## src/rtl/sde_pkg.sv

```systemverilog
package sde_pkg;
  localparam int unsigned SDE_W = 16;

  localparam int unsigned BIT_ATTN = 0;
  localparam int unsigned BIT_PFLT = 1;
  localparam int unsigned BIT_PRES = 3;
  localparam int unsigned BIT_CMDC = 4;
  localparam int unsigned BIT_LINK = 8;

  localparam logic [SDE_W-1:0] EVT_KEEP =
      (SDE_W'(1) << BIT_ATTN) | (SDE_W'(1) << BIT_PFLT) |
      (SDE_W'(1) << BIT_PRES) | (SDE_W'(1) << BIT_CMDC) |
      (SDE_W'(1) << BIT_LINK);

  typedef enum logic [1:0] {
    ST_IDLE = 2'd0,
    ST_RD   = 2'd1,
    ST_WR   = 2'd2,
    ST_FIN  = 2'd3
  } sde_state_e;
endpackage

```

## src/rtl/sde_evt_filter.sv

```systemverilog
module sde_evt_filter
  import sde_pkg::*;
#(
  parameter int unsigned W = SDE_W
) (
  input  logic [W-1:0] raw,
  input  logic         pf_block,
  output logic [W-1:0] kept,
  output logic         any_evt,
  output logic         all_ones
);
  logic [W-1:0] keep_sel;

  always_comb begin
    keep_sel = EVT_KEEP;
    if (pf_block) keep_sel[BIT_PFLT] = 1'b0;
    kept     = raw & keep_sel;
    any_evt  = |kept;
    all_ones = &raw;
  end
endmodule

```

## src/rtl/sde_retry_ctr.sv

```systemverilog
module sde_retry_ctr #(
  parameter int unsigned LIMIT = 6
) (
  input  logic clk,
  input  logic rst_n,
  input  logic clr,
  input  logic inc,
  output logic at_limit
);
  localparam int unsigned CW = (LIMIT < 1) ? 1 : $clog2(LIMIT + 1);
  localparam logic [CW-1:0] LIM = CW'(LIMIT);

  logic [CW-1:0] cnt_q;

  always_ff @(posedge clk) begin
    if (!rst_n)       cnt_q <= '0;
    else if (clr)     cnt_q <= '0;
    else if (inc && (cnt_q != LIM)) cnt_q <= cnt_q + 1'b1;
  end

  assign at_limit = (cnt_q == LIM);
endmodule

```

## src/rtl/sde_accum.sv

```systemverilog
module sde_accum #(
  parameter int unsigned W = 16
) (
  input  logic         clk,
  input  logic         rst_n,
  input  logic         clr,
  input  logic         en,
  input  logic [W-1:0] din,
  output logic [W-1:0] acc
);
  logic [W-1:0] acc_q;

  always_ff @(posedge clk) begin
    if (!rst_n)   acc_q <= '0;
    else if (clr) acc_q <= '0;
    else if (en)  acc_q <= acc_q | din;
  end

  assign acc = acc_q;
endmodule

```

## src/rtl/slot_evt_drain.sv

```systemverilog
module slot_evt_drain
  import sde_pkg::*;
#(
  parameter int unsigned MAX_REREADS = 6
) (
  input  logic             clk,
  input  logic             rst_n,
  input  logic             start,
  input  logic             pf_reported,
  output logic             busy,
  output logic             done,
  output logic [SDE_W-1:0] evt_mask,
  output logic             handled,
  output logic             stuck,
  output logic             no_resp,
  output logic             reg_req,
  output logic             reg_we,
  output logic [SDE_W-1:0] reg_wdata,
  input  logic             reg_ack,
  input  logic [SDE_W-1:0] reg_rdata
);
  sde_state_e       state_q, state_d;
  logic [SDE_W-1:0] kept_q;
  logic             stuck_q, noresp_q;

  logic [SDE_W-1:0] flt_kept;
  logic             flt_any, flt_ones;
  logic             launch, rd_done, wr_done;
  logic             at_limit;
  logic [SDE_W-1:0] acc;

  assign launch  = (state_q == ST_IDLE) && start;
  assign rd_done = (state_q == ST_RD) && reg_ack;
  assign wr_done = (state_q == ST_WR) && reg_ack;

  sde_evt_filter #(.W(SDE_W)) u_filter (
    .raw      (reg_rdata),
    .pf_block (pf_reported),
    .kept     (flt_kept),
    .any_evt  (flt_any),
    .all_ones (flt_ones)
  );

  sde_retry_ctr #(.LIMIT(MAX_REREADS)) u_retry (
    .clk      (clk),
    .rst_n    (rst_n),
    .clr      (launch),
    .inc      (wr_done && !at_limit),
    .at_limit (at_limit)
  );

  sde_accum #(.W(SDE_W)) u_accum (
    .clk   (clk),
    .rst_n (rst_n),
    .clr   (launch),
    .en    (rd_done && !flt_ones && flt_any),
    .din   (flt_kept),
    .acc   (acc)
  );

  always_comb begin
    state_d = state_q;
    unique case (state_q)
      ST_IDLE: if (start) state_d = ST_RD;
      ST_RD: if (reg_ack) begin
        if (flt_ones)     state_d = ST_FIN;
        else if (flt_any) state_d = ST_WR;
        else              state_d = ST_FIN;
      end
      ST_WR: if (reg_ack) state_d = at_limit ? ST_FIN : ST_RD;
      ST_FIN:  state_d = ST_IDLE;
      default: state_d = ST_IDLE;
    endcase
  end

  always_ff @(posedge clk) begin
    if (!rst_n) begin
      state_q  <= ST_IDLE;
      kept_q   <= '0;
      stuck_q  <= 1'b0;
      noresp_q <= 1'b0;
    end else begin
      state_q <= state_d;
      if (launch) begin
        stuck_q  <= 1'b0;
        noresp_q <= 1'b0;
      end
      if (rd_done) begin
        if (flt_ones)     noresp_q <= 1'b1;
        else if (flt_any) kept_q   <= flt_kept;
      end
      if (wr_done && at_limit) stuck_q <= 1'b1;
    end
  end

  assign reg_req   = (state_q == ST_RD) || (state_q == ST_WR);
  assign reg_we    = (state_q == ST_WR);
  assign reg_wdata = (state_q == ST_WR) ? kept_q : '0;

  assign busy     = (state_q != ST_IDLE);
  assign done     = (state_q == ST_FIN);
  assign evt_mask = acc;
  assign handled  = |acc;
  assign stuck    = stuck_q;
  assign no_resp  = noresp_q;
endmodule

```

## config.mk

```make
export PLATFORM = sky130hd
export DESIGN_NAME = slot_evt_drain
export DESIGN_NICKNAME = d
export VERILOG_FILES = /design/src/rtl/sde_pkg.sv /design/src/rtl/sde_evt_filter.sv /design/src/rtl/sde_retry_ctr.sv /design/src/rtl/sde_accum.sv /design/src/rtl/slot_evt_drain.sv
export SDC_FILE = /design/constraint.sdc
export NUM_CORES = 1
export LEC_CHECK = 0
export BUFFER_PORTS_ARGS = -buffer_cell sky130_fd_sc_hd__buf_2
export CAP_MARGIN = 40
export CORE_UTILIZATION = 43
export DETAILED_ROUTE_END_ITERATION = 7
export GPL_ROUTABILITY_DRIVEN = 0
export GPL_TIMING_DRIVEN = 0
export PLACE_DENSITY = 0.79
export SLEW_MARGIN = 20
export SYNTH_ARGS = -nofsm -noshare
export SYNTH_HDL_FRONTEND = slang
export SYNTH_SLANG_ARGS = --single-unit
```

## constraint.sdc

```tcl
create_clock -name clk -period 1.79 [get_ports clk]
set_input_delay 0.179 -clock clk [delete_from_list [all_inputs] [get_ports clk]]
set_output_delay 0.179 -clock clk [all_outputs]
set_load 0.02 [all_outputs]
```

==> results by group <==
Power
  • Sw power: 0.000528 W
  • VDD IR max: 0.816 mV
  • Total power draw: 0.00127 W
  • Sequential share of power: 0.368
  • P_leak: 0.761 nW
  • Int Power: 0.000740 W
  • Power Dens Cells: 922 mW/mm²
  • Clock share of power: 0.163
  • Switch share: 0.416
  • Combinational share of power: 0.470

Logic synthesis
  • Post-Synthesis Cell Area: 0.00105 mm²
  • Yosys top cell area share: 0.324
  • Asr flop ratio synth: 0
  • Mapped Cells: 132
  • Post-synthesis sequential area ratio: 0.324
  • Distinct cells, synth: 27
  • Synth Warn #: 0
  • Post-synth EDFFs: 0
  • Synth Register Bits: 17
  • Syn_area_per_cell: 7.95 µm²
  • Post-synth top cells: nand2_1, buf_4, dfxtp_1
  • Synth top area cells: dfxtp_1, buf_4, nand2_1, ha_1, mux2i_1
  • Most common flop cell mapped by yosys: dfxtp_1
  • Area leader, netlist: dfxtp_1
  • Count leader, synth: nand2_1

Finish
  • Inserted Diodes: 0
  • Fin util: 0.610
  • Layout net count: 222
  • FF+latch area: 340 µm²
  • Multi-input combinational cell area: 588 µm²
  • Non-Filler Instances: 221
  • Fillers: 229
  • Area Growth Syn to Fin: 31.0%
  • Layout cells sized above 1: 0.342
  • Final Cell Area: 0.00138 mm²

STA
  • Setup TNS: 0 ps
  • Fin crit share: 0.907
  • Measured slew at the worst slew-check pin: 494 ps
  • Final setup viols: 0
  • Final worst path period need: 1620 ps
  • Clock Skew: 8.20 ps
  • Max Slew Vio Count: 0
  • Max Fclk: 616 MHz
  • Final Hold Vio Count: 0
  • Slew HR: 0.668
  • Unrepaired setup endpoints after global routing: no

Die
  • Initial core utilization: 0.466
  • Num rows: 17
  • Die Ht: 51.4 µm
  • Core Box Area: 0.00225 mm²
  • Die area: 0.00264 mm²
  • I/O pin count: 60
  • Chip Width: 51.4 µm

Worst setup path
  • CP arrival: 1820 ps
  • RR Endpoint: state_q[1]$_SDFFE_PN0P_
  • Type of destination of the critical path: register
  • Data required, critical path: 1990 ps
  • Reg-to-reg setup timing slack: 170 ps
  • Startpoint types: register
  • Worst-path fanout max: 10
  • Crit path kind: reg2reg
  • Reg2reg start: state_q[0]$_SDFFE_PN0P_
  • R2R cell count: 6
  • Crit path from: state_q[0]$_SDFFE_PN0P_

Routing
  • Initial DRC count: 23
  • Via density: 4.57
  • Remaining antenna violation count: 0
  • Detailed Routing Iterations Pass 1: 4
  • Avg WL per Cell: 10.1 µm
  • Routed WL: 2220 µm
  • DR vias: 1010
  • Post-route DRC violation count: 0

Placed design
  • Area after DPL: 0.00135 mm²
  • Dpl cells: 218
  • Port Buffer Count: 37
  • DP HPWL: 1820 µm

Worst hold path
  • Worst Hold Path EP: u_accum.acc[8]$_SDFFE_PP0P_
  • Min-Delay Path Depth: 3
  • Hold_sp: reg_rdata[8]
  • Tightest Hold Check Type: in2reg

Clock network
  • Number of hold buffers added after CTS: 0
  • Post-cts resize count: 0
  • Clock latency on the worst-skew pair: 290 ps
  • Htree depth: 1
  • Root Driver: clkbuf_4
  • Worst-path clk slew: 100 ps
  • TritonCTS Buffers: 3
  • Clock Sinks: 17
  • CTS tree: built
  • CTS max path bufs: 2
  • # Post-CTS Setup Buffers: 0

Global route
  • Total gr overflow: 0
  • Number of global-route vias before repair: 908
  • Global-route wire length before repair: 3590 µm
  • Antenna violations before repair: 0
  • Largest net degree at the start of global routing: 11
  • Gr usage total: 0.182

Outcome
  • Status: completed

Flow run
  • Max Cap Viol: 0
-- through the flow --
step	worst slack (ps)	hold WS [ps]
finish	167	163
global route	65.4	161
CTS	89.5	154
detailed placement	123	443
global placement	186	435
floorplan	211	317
-- final cells by class --
| class | instances | area share |
|---|---|---|
| buffer | 24 | 0.131 |
| multi-input combinational | 106 | 0.428 |
| sequential | 17 | 0.247 |
| clock buffer | 3 | 0.0164 |
| tap | 28 | 0.0255 |
| clock inverter | 1 | 0.00364 |
| inverter | 5 | 0.0136 |
| timing repair buffer | 37 | 0.135 |
-- flip-flops by register name, indices dropped and copies added (netlist names) --
signal,flops
u_accum.acc,5
no_resp,1
stuck,1
u_retry.cnt_q,3
kept_q,5
state_q,2
-- cells in the final DEF, fill, tap and decap left out, types with 2 or more instances in the layout --
cell      synthesis  layout
and2_1            6       6
buf_2             0      37
buf_4            22      22
clkbuf_4          0       3
conb_1            1      22
dfxtp_1          17      17
ha_1              7       6
inv_1             5       5
mux2i_1           6       6
nand2_1          30      30
nand4_1           6       6
nor2_1            8       8
o21ai_0           6       6
or3_1             2       2
-- logic make-up (layout without fill, tap and decap cells) --
kind of cell / Yosys count / in the layout / share of synthesized area
simple gates: 58 / 58 / 0.254
xor+xnor: 2 / 2 / 0.0167
flops: 17 / 17 / 0.324
fa+ha+maj: 7 / 7 / 0.0834
mux: 6 / 6 / 0.0572
compound gates: 11 / 11 / 0.0679
buf+inv: 30 / 70 / 0.193
other cells: 1 / 22 / 0.00357
-- power groups by stage --
stage	Clock (W)	Sequential, W	Combinational (W)
after floorplan	0	0.000476	0.000448
after global placement	0	0.000473	0.000572
after detailed placement	0	0.000475	0.000593
after CTS	0.000213	0.000467	0.000596
after global routing	0.000231	0.000476	0.000654
final	0.000206	0.000466	0.000596
-- worst max-delay path by stage --
stage / endpoint / slack [ps] / depth (start not counted)
final: state_q[1]$_SDFFE_PN0P_ / 170 / 6
after global routing: state_q[1]$_SDFFE_PN0P_ / 70 / 6
after detailed placement: u_accum.acc[8]$_SDFFE_PP0P_ / 120 / 7
after CTS: reg_wdata[8] / 90 / 4
after floorplan: state_q[1]$_SDFFE_PN0P_ / 210 / 6
after global placement: u_accum.acc[8]$_SDFFE_PP0P_ / 190 / 7
-- layer usage --
layer,share of wire,global-route usage
met5,0,0
met4,0.021,0.104
met3,0.080,0.0327
met2,0.48,0.325
met1,0.42,0.200
-- critical path: stages (launching register included) --
cell and delay, ps:
dfxtp_1 360, inv_1 160, ha_2 300, nor2_1 60, o22ai_1 260, nor2_1 110, o221a_2 280
Note: power is estimated with default switching activity, not from simulation.
